[config.mk]
export PLATFORM = sky130hd
export DESIGN_NAME = thermal_limit_regs
export DESIGN_NICKNAME = d
export VERILOG_FILES = /design/src/rtl/thermal_limit_regs.sv
export SDC_FILE = /design/constraint.sdc
export NUM_CORES = 1
export LEC_CHECK = 0
export BUFFER_PORTS_ARGS = -buffer_cell sky130_fd_sc_hd__buf_2
export CAP_MARGIN = 20
export CORE_ASPECT_RATIO = 1.4
export CORE_MARGIN = 2
export CORE_UTILIZATION = 30
export DETAILED_ROUTE_END_ITERATION = 8
export GPL_TIMING_DRIVEN = 0
export SYNTH_ARGS = -nofsm -noshare
export SYNTH_HDL_FRONTEND = slang
export SYNTH_SLANG_ARGS = --single-unit
[constraint.sdc]
create_clock -name clk -period 2.35 [get_ports clk]
set_clock_uncertainty 0.15 [all_clocks]
set_input_delay 0.47 -clock clk [delete_from_list [all_inputs] [get_ports clk]]
set_output_delay 0.47 -clock clk [all_outputs]
set_load 0.01 [all_outputs]
[src/rtl/thermal_limit_regs.sv]
module thermal_limit_regs #(
  parameter int TW = 11,
  parameter int AW = 8,
  parameter int DW = 8
) (
  input  logic          clk,
  input  logic          rst_n,
  input  logic          smp_valid,
  input  logic [TW-1:0] smp_value,
  input  logic          reg_wr,
  input  logic [AW-1:0] reg_addr,
  input  logic [DW-1:0] reg_wdata,
  output logic [DW-1:0] reg_rdata
);

  localparam int NLIM = 4;
  localparam int LOW_BITS = DW - 2;
  localparam int HIGH_BITS = TW - LOW_BITS;

  localparam logic [AW-1:0] A_CAP    = AW'(8'h05);
  localparam logic [AW-1:0] A_PAGE   = AW'(8'h0B);
  localparam logic [AW-1:0] A_CLR    = AW'(8'h13);
  localparam logic [AW-1:0] A_ECLR   = AW'(8'h14);
  localparam logic [AW-1:0] A_CFG    = AW'(8'h1A);
  localparam logic [AW-1:0] A_LIM0   = AW'(8'h1C);
  localparam logic [AW-1:0] A_LIMEND = AW'(8'h23);
  localparam logic [AW-1:0] A_TLO    = AW'(8'h31);
  localparam logic [AW-1:0] A_THI    = AW'(8'h32);
  localparam logic [AW-1:0] A_STAT   = AW'(8'h33);
  localparam logic [DW-1:0] CAP_VAL  = DW'(8'h02);

  logic signed [TW-1:0] lim_q [NLIM];
  logic signed [TW-1:0] temp_q;
  logic [3:0]           status_q;
  logic                 off_q;
  logic [3:0]           page_q;

  logic [AW-1:0] loff;
  logic [1:0]    lidx;
  logic          lim_hit;
  logic          accept;
  logic [3:0]    set_bits;
  logic [3:0]    clr_mask;
  logic signed [TW-1:0] s;

  assign s        = $signed(smp_value);
  assign accept   = smp_valid && !off_q;
  assign loff     = reg_addr - A_LIM0;
  assign lidx     = loff[2:1];
  assign lim_hit  = (reg_addr >= A_LIM0) && (reg_addr <= A_LIMEND);
  assign clr_mask = (reg_wr && reg_addr == A_CLR) ? reg_wdata[3:0] : 4'h0;

  assign set_bits[0] = accept && (s > lim_q[0]);
  assign set_bits[1] = accept && (s < lim_q[1]);
  assign set_bits[2] = accept && (s > lim_q[2]);
  assign set_bits[3] = accept && (s < lim_q[3]);

  always_ff @(posedge clk) begin
    if (!rst_n) begin
      for (int i = 0; i < NLIM; i++) lim_q[i] <= '0;
      temp_q   <= '0;
      status_q <= '0;
      off_q    <= 1'b0;
      page_q   <= '0;
    end else begin
      if (accept) temp_q <= s;
      status_q <= (status_q & ~clr_mask) | set_bits;
      if (reg_wr) begin
        if (reg_addr == A_CFG)  off_q  <= reg_wdata[0];
        if (reg_addr == A_PAGE) page_q <= reg_wdata[3:0];
        if (lim_hit) begin
          if (!loff[0]) lim_q[lidx][LOW_BITS-1:0] <= reg_wdata[DW-1:2];
          else          lim_q[lidx][TW-1:LOW_BITS] <= reg_wdata[HIGH_BITS-1:0];
        end
      end
    end
  end

  function automatic logic [DW-1:0] lo_byte(input logic [TW-1:0] v);
    return {v[LOW_BITS-1:0], 2'b00};
  endfunction

  function automatic logic [DW-1:0] hi_byte(input logic [TW-1:0] v);
    return {{(DW-HIGH_BITS){1'b0}}, v[TW-1:LOW_BITS]};
  endfunction

  always_comb begin
    reg_rdata = '0;
    if (lim_hit)
      reg_rdata = loff[0] ? hi_byte(lim_q[lidx]) : lo_byte(lim_q[lidx]);
    else begin
      case (reg_addr)
        A_CAP:  reg_rdata = CAP_VAL;
        A_PAGE: reg_rdata = {4'h0, page_q};
        A_CFG:  reg_rdata = {{(DW-1){1'b0}}, off_q};
        A_TLO:  reg_rdata = lo_byte(temp_q);
        A_THI:  reg_rdata = hi_byte(temp_q);
        A_STAT: reg_rdata = {4'h0, status_q};
        A_CLR, A_ECLR: reg_rdata = '0;
        default: reg_rdata = '0;
      endcase
    end
  end

  logic [3:0] keep_bits;
  assign keep_bits = status_q & ~clr_mask;

  AST_STATUS_STICKY: assert property (@(posedge clk) disable iff (!rst_n)
    1'b1 |=> ((status_q & $past(keep_bits)) == $past(keep_bits)));

  AST_SET_BEATS_CLEAR: assert property (@(posedge clk) disable iff (!rst_n)
    (smp_valid && !off_q && (s > lim_q[0]) && clr_mask[0]) |=> status_q[0]);

  AST_OFF_FREEZES_TEMP: assert property (@(posedge clk) disable iff (!rst_n)
    off_q |=> $stable(temp_q));

  AST_OFF_NO_NEW_ALARM: assert property (@(posedge clk) disable iff (!rst_n)
    off_q |=> ((status_q & ~$past(status_q)) == 4'h0));

  AST_TEMP_PAD_ZERO: assert property (@(posedge clk) disable iff (!rst_n)
    (reg_addr == A_TLO) |-> (reg_rdata[1:0] == 2'b00));

  AST_CFG_RSVD_ZERO: assert property (@(posedge clk) disable iff (!rst_n)
    (reg_addr == A_CFG) |-> (reg_rdata[DW-1:1] == '0));

endmodule

Yosys cells after proc, flatten, opt, wreduce, memory -nomap -nowiden
Memory sizes are Yosys's and may differ from the RTL's.
Cells that the tools add are included.
{"block": "word_totals", "reg_bits": 20, "ramBits": 44, "in_bits": 31, "output_inout_bits": 8, "wordCells": 51, "memories": 1}
{"block": "classes", "n_addsub": 1, "n_lt_le_gt_ge": 6, "eq_ne": 7, "mux": 18, "bitwise": 3, "reduce_logical": 11}
{"name": "lim_q", "words": 4, "width": 11, "rd": 5, "rd_ports_with_merged_regs": 0, "write_ports": 4, "line": "32", "source": "logic signed [TW-1:0] lim_q [NLIM];"}
{"op": "case mux 8 bit (6 select lines)", "count": 1}
{"op": "equality test 8 x 6 -> 1 bit (second input constant)", "count": 3}
{"op": "> comparator 11 bit", "count": 2}
{"op": "< comparator 11 bit", "count": 2}
{"op": "equality test 8 x 5 -> 1 bit (second input constant)", "count": 2}
{"op": "two-way mux 8 bit", "count": 2}
{"op": "two-way mux 1 bit", "count": 11}
{"op": "two-way mux 11 bit", "count": 1}
{"op": "OR reduction 11 bit", "count": 1}
{"op": "equality test 8 x 3 -> 1 bit (second input constant)", "count": 1}
{"op": "equality test 8 x 4 -> 1 bit (second input constant)", "count": 1}
{"op": ">= comparator 8 x 5 -> 1 bit (second input constant)", "count": 1}
{"op": "<= comparator 8 x 6 -> 1 bit (second input constant)", "count": 1}
{"op": "logical AND 1 bit", "count": 7}
{"op": "AND 4 bit", "count": 1}
{"op": "two-way mux 2 bit", "count": 2}
{"op": "two-way mux 4 bit", "count": 1}
{"op": "inverter 4 bit", "count": 1}
{"op": "OR 4 bit", "count": 1}
{"op": "AND reduction 2 bit", "count": 2}
{"op": "subtractor 3 bit (second input constant)", "count": 1}
{"op": "logical NOT 1 bit", "count": 1}

Depth between registers and ports, before layout
{"block": "depth", "ltp_word": 8, "mapped_depth": 8, "mapped_depth_nobuf": 7}

Least setup slack after synthesis
No wires, ideal clock.
{"block": "synth_timing", "path_type": "in2out", "startpoint": "input reg_addr[1]", "endpoint": "output reg_rdata[0]", "arrival_time_ps": 1732, "t_required_ps": 1730, "slack_ps": -2, "path_stages": 5, "n_path_buf": 2, "cell_sequence": "buf_2 > buf_2 > mux4_2 > a32oi_1 > nand2_1"}
{"block": "synth_via", "elab_chain_cells": 4, "word_cells_on_any_way": 14, "cone_classes": "add/sub: 1; order compare: 2; eq/ne: 6; mux: 3; reduce/logical: 1; memory: 1"}
{"element": "start, declared", "line": "11", "source": "input logic [AW-1:0] reg_addr,"}
{"element": "subtractor 3 bit", "line": "48", "source": "assign loff = reg_addr - A_LIM0;"}
{"element": "memory (4 x 11 bit)"}
{"element": "two-way mux 8 bit", "line": "90", "source": "reg_rdata = loff[0] ? hi_byte(lim_q[lidx]) : lo_byte(lim_q[lidx]);"}
{"element": "two-way mux 8 bit *", "line": "89", "source": "if (lim_hit)"}
{"element": "end, declared", "line": "13", "source": "output logic [DW-1:0] reg_rdata"}
Every way passes the cells marked *; elsewhere a longest branch is shown, timed or not.

Final worst setup path
{"block": "layout_timing", "startpoint": "input reg_addr[0]", "endpoint": "output reg_rdata[0]"}
Same word-level chain as after synthesis.

==> flow_metrics.py <==
metrics = {
    "route": {
        "drt.antenna.violating_nets": 0,
        "overall_routed_net_length_mm": 12.6,
        "wl_met1_mm": 4.56,
        "detail_route.vias_per_cell": 5.24,
        "detailroute.wirelength.met2_mm": 6.64,
        "routed_wire_length_per_instance_um": 18.9,
        "drt-initial-drc-count": 287,
        "dr_wl_met3_um": 391,
        "drcViolationCount": 0,
        "highest_metal_layer_with_signal_wires": "met4",
        "via_count": 3502,
        "drt_pass1_iterations": 5,
    },
    "synthesis": {
        "postSynth.asyncResetShare": 0,
        "syn_inst": 422,
        "synth_enable_flop_cells": 44,
        "yosysSeqAreaShare": 0.404,
        "yosysWarningCount": 0,
        "yosys.cell_types.count": 51,
        "synthesis.nets": 495,
        "ys.flop_type": "sky130_fd_sc_hd__edfxtp_1",
        "synth.avg_cell_area_um2": 10.1,
        "post_synthesis_instance_area_um2": 4260,
        "yosys_reg_bits": 64,
    },
    "power_and_ir_drop": {
        "leakage_nw": 2.16,
        "max-vdd-ir-drop_v": 0.000261,
        "power.density_cell_area_nw_per_um2": 635,
        "report.power.total_mw": 3.32,
    },
    "placement": {
        "dpl.cell_count": 643,
        "port_buffers": 36,
        "place_worst_setup_slack_ns": -0.510,
        "globalplace.congestion": 0.893,
        "dpl_cell_area_um2": 4670,
        "post-dp-hpwl_mm": 10.1,
    },
    "floorplan": {
        "floorplan.die_area_um2": 15200,
        "initial_standard_cell_utilization_of_the_core": 0.306,
        "die_h_um": 145,
        "chipWidth_um": 105,
        "core_um2": 13900,
        "placement_rows": 51,
        "floorplan.io_pins": 39,
    },
    "flow_run": {
        "max_cap_violations": 0,
    },
    "clocking": {
        "clockBufferDepth": 2,
        "clock_latency_late_sink_ns": 0.33,
        "clock-root-buffer": "sky130_fd_sc_hd__clkbuf_16",
        "cts_tree": "yes",
        "tritoncts_num_sinks": 64,
        "cts_hold_repair.buffers": 0,
        "level_count_of_the_clock_h_tree": 3,
        "cts_buffers": 9,
        "worst_setup_hold_path_clk_slew_ns": 0.05,
    },
    "sta": {
        "setup_repair_after_global_routing_missed_its_margin": "true",
        "measured_slew_at_the_worst_slew_check_pin_ns": 0.951,
        "part_of_the_cycle_the_worst_path_needs": 1.03,
        "endpoints_failing_setup": 4,
        "worst_slew_margin_rel": 0.360,
        "final_hold_viol_count": 0,
        "achievable-frequency_mhz": 413,
        "minimum_hold_slack_ns": 0.291,
        "finalWorstPathRequiredPeriod_ns": 2.42,
        "timing.setup.tns_ns": -0.153,
        "finalWorstSetupSlack_ns": -0.0730,
        "final-max-slew-violation-count": 0,
    },
    "critical_path": {
        "required_worst_endpoint_ns": 1.73,
        "critical_path_peak_fanout": 10,
        "setup.worst_path.end_class": "output pin",
        "worst_setup_path_start_kind": "primary input",
        "worst_ep_arrival_time_ns": 1.80,
        "critical-path-max-stage-delay_ns": 0.29,
        "critPathSlowestCell": "sky130_fd_sc_hd__mux2i_2",
        "timing.critical_path.cells": "clkbuf_2 > buf_4 > mux2i_2 > o22ai_1 > a32oi_2 > nand2_1 > buf_2",
        "setup.worst_path.class": "in -> out",
    },
    "finish": {
        "share_of_post_route_cells_with_drive_strength_above_1": 0.230,
        "diodes": 0,
        "final_cell_area_um2": 5230,
        "stdcell_count": 668,
        "nNetsFinal": 551,
        "mostFrequentLayoutCell": "sky130_fd_sc_hd__inv_1",
        "area.growth.synth_to_final_pct": 22.8,
        "final_util": 0.376,
        "layout_common_cells": "sky130_fd_sc_hd__inv_1, sky130_fd_sc_hd__edfxtp_1, sky130_fd_sc_hd__ha_1, sky130_fd_sc_hd__nand2_1, sky130_fd_sc_hd__buf_2",
    },
    "global_routing": {
        "grt_pass1_vias": 3665,
        "groute.usage.overall": 0.166,
        "number_of_antenna_violations_at_the_first_check_in_global_routing": 0,
        "grt_overflow": 0,
        "grt_start_max_net_pins": 13,
        "grt_pass1_wl_mm": 19.2,
    },
    "run_status": {
        "result_of_the_run": "complete, but fails checks",
        "failing_checks": "setup timing",
    },
    "min_path": {
        "hold_path_class": "in -> reg",
    },
}
## area by class of cell
cell class,instances,area [um2]
Clock inverter,7,119
Fill cell,1371,8680
Timing Repair Buffer,47,275
Sequential cell,64,1720
Clock buffer,9,225
Tap cell,185,231
Buffer,15,110
Inverter,49,184
Multi-Input combinational cell,292,2360
## state kept, by name, summed over array words and instances, names as in the netlist
signal / cells
lim_q: 44
off_q: 1
page_q: 4
status_q: 4
temp_q: 11
## cell usage after synthesis, types with 3 or more instances
cell type / count / area [um2]
sky130_fd_sc_hd__o22ai_1: 3 / 18.8
sky130_fd_sc_hd__dfxtp_1: 20 / 400
sky130_fd_sc_hd__a21oi_1: 16 / 80.1
sky130_fd_sc_hd__o21ai_0: 17 / 85.1
sky130_fd_sc_hd__mux4_2: 11 / 248
sky130_fd_sc_hd__o21ai_1: 3 / 15.0
sky130_fd_sc_hd__mux2i_1: 9 / 90.1
sky130_fd_sc_hd__nor2b_1: 11 / 68.8
sky130_fd_sc_hd__nor2_1: 16 / 60.1
sky130_fd_sc_hd__and3_1: 5 / 31.3
sky130_fd_sc_hd__nand3b_1: 4 / 30.0
sky130_fd_sc_hd__nand4_1: 7 / 43.8
sky130_fd_sc_hd__clkbuf_1: 7 / 26.3
sky130_fd_sc_hd__and2_1: 29 / 181
sky130_fd_sc_hd__a211oi_1: 4 / 30.0
sky130_fd_sc_hd__a22oi_1: 3 / 22.5
sky130_fd_sc_hd__mux2_2: 3 / 33.8
sky130_fd_sc_hd__nand2_1: 40 / 150
sky130_fd_sc_hd__nor4_1: 5 / 31.3
sky130_fd_sc_hd__nand2b_1: 7 / 43.8
sky130_fd_sc_hd__buf_2: 4 / 20.0
sky130_fd_sc_hd__ha_1: 42 / 526
sky130_fd_sc_hd__edfxtp_1: 44 / 1320
sky130_fd_sc_hd__a21boi_0: 13 / 97.6
sky130_fd_sc_hd__inv_1: 49 / 184
sky130_fd_sc_hd__nor3_1: 7 / 35.0
sky130_fd_sc_hd__nand3_1: 8 / 40.0
## kinds of logic after synthesis
logic type / after synthesis / synth area share
DFF: 64 / 0.404
muxes: 23 / 0.0873
adders and majority gates: 42 / 0.123
and+or+nand+nor: 151 / 0.205
xor gates and xnor gates: 2 / 0.00411
AOI/OAI and AO/OA: 74 / 0.112
buffers and inverters: 66 / 0.0644
## power by group
| group | internal [mW] | leakage (nW) | switching [mW] |
|---|---|---|---|
| Sequential | 1.26 | 0.582 | 0.0414 |
| Clock | 1.04 | 0.162 | 0.510 |
| Combinational | 0.193 | 1.41 | 0.276 |
## critical path, delay by kind of cell
kind / cells / cell delay, ns
AND/OR/NAND/NOR: 1 / 0.08
multiplexers: 1 / 0.29
AO/OA/AOI/OAI: 2 / 0.35
buffers and inverters: 3 / 0.60
## final timing paths
path / cells past startpoint / slack, ns / to / start
setup / recovery: 7 / -0.07 / reg_rdata[0] / reg_addr[0]
hold / removal: 3 / 0.29 / page_q[1]$_SDFFE_PN0P_ / reg_wdata[1]
setup reg to reg: 7 / 0.05 / status_q[2]$_SDFF_PN0_ / lim_q[2][6]$_SDFFCE_PN0P_
hold reg to reg: 2 / 0.33 / temp_q[1]$_SDFFE_PN0P_ / temp_q[1]$_SDFFE_PN0P_
## layer usage
layer  vias to the layer above  track usage
met1                      1675        0.163
li1                       1641            -
met2                       130        0.318
met3                        56       0.0180
met4                         0        0.119
met5                         -            0
## what timing repair did
item / 4_1_cts / 5_1_grt
gates resized for setup: 27 / 17
setup buffers: 5 / 5
pin swaps: 4 / 8
setup endpoints to repair: 26 / 26
cloned: 1 / 0
Power figures use the tool's default switching activity.
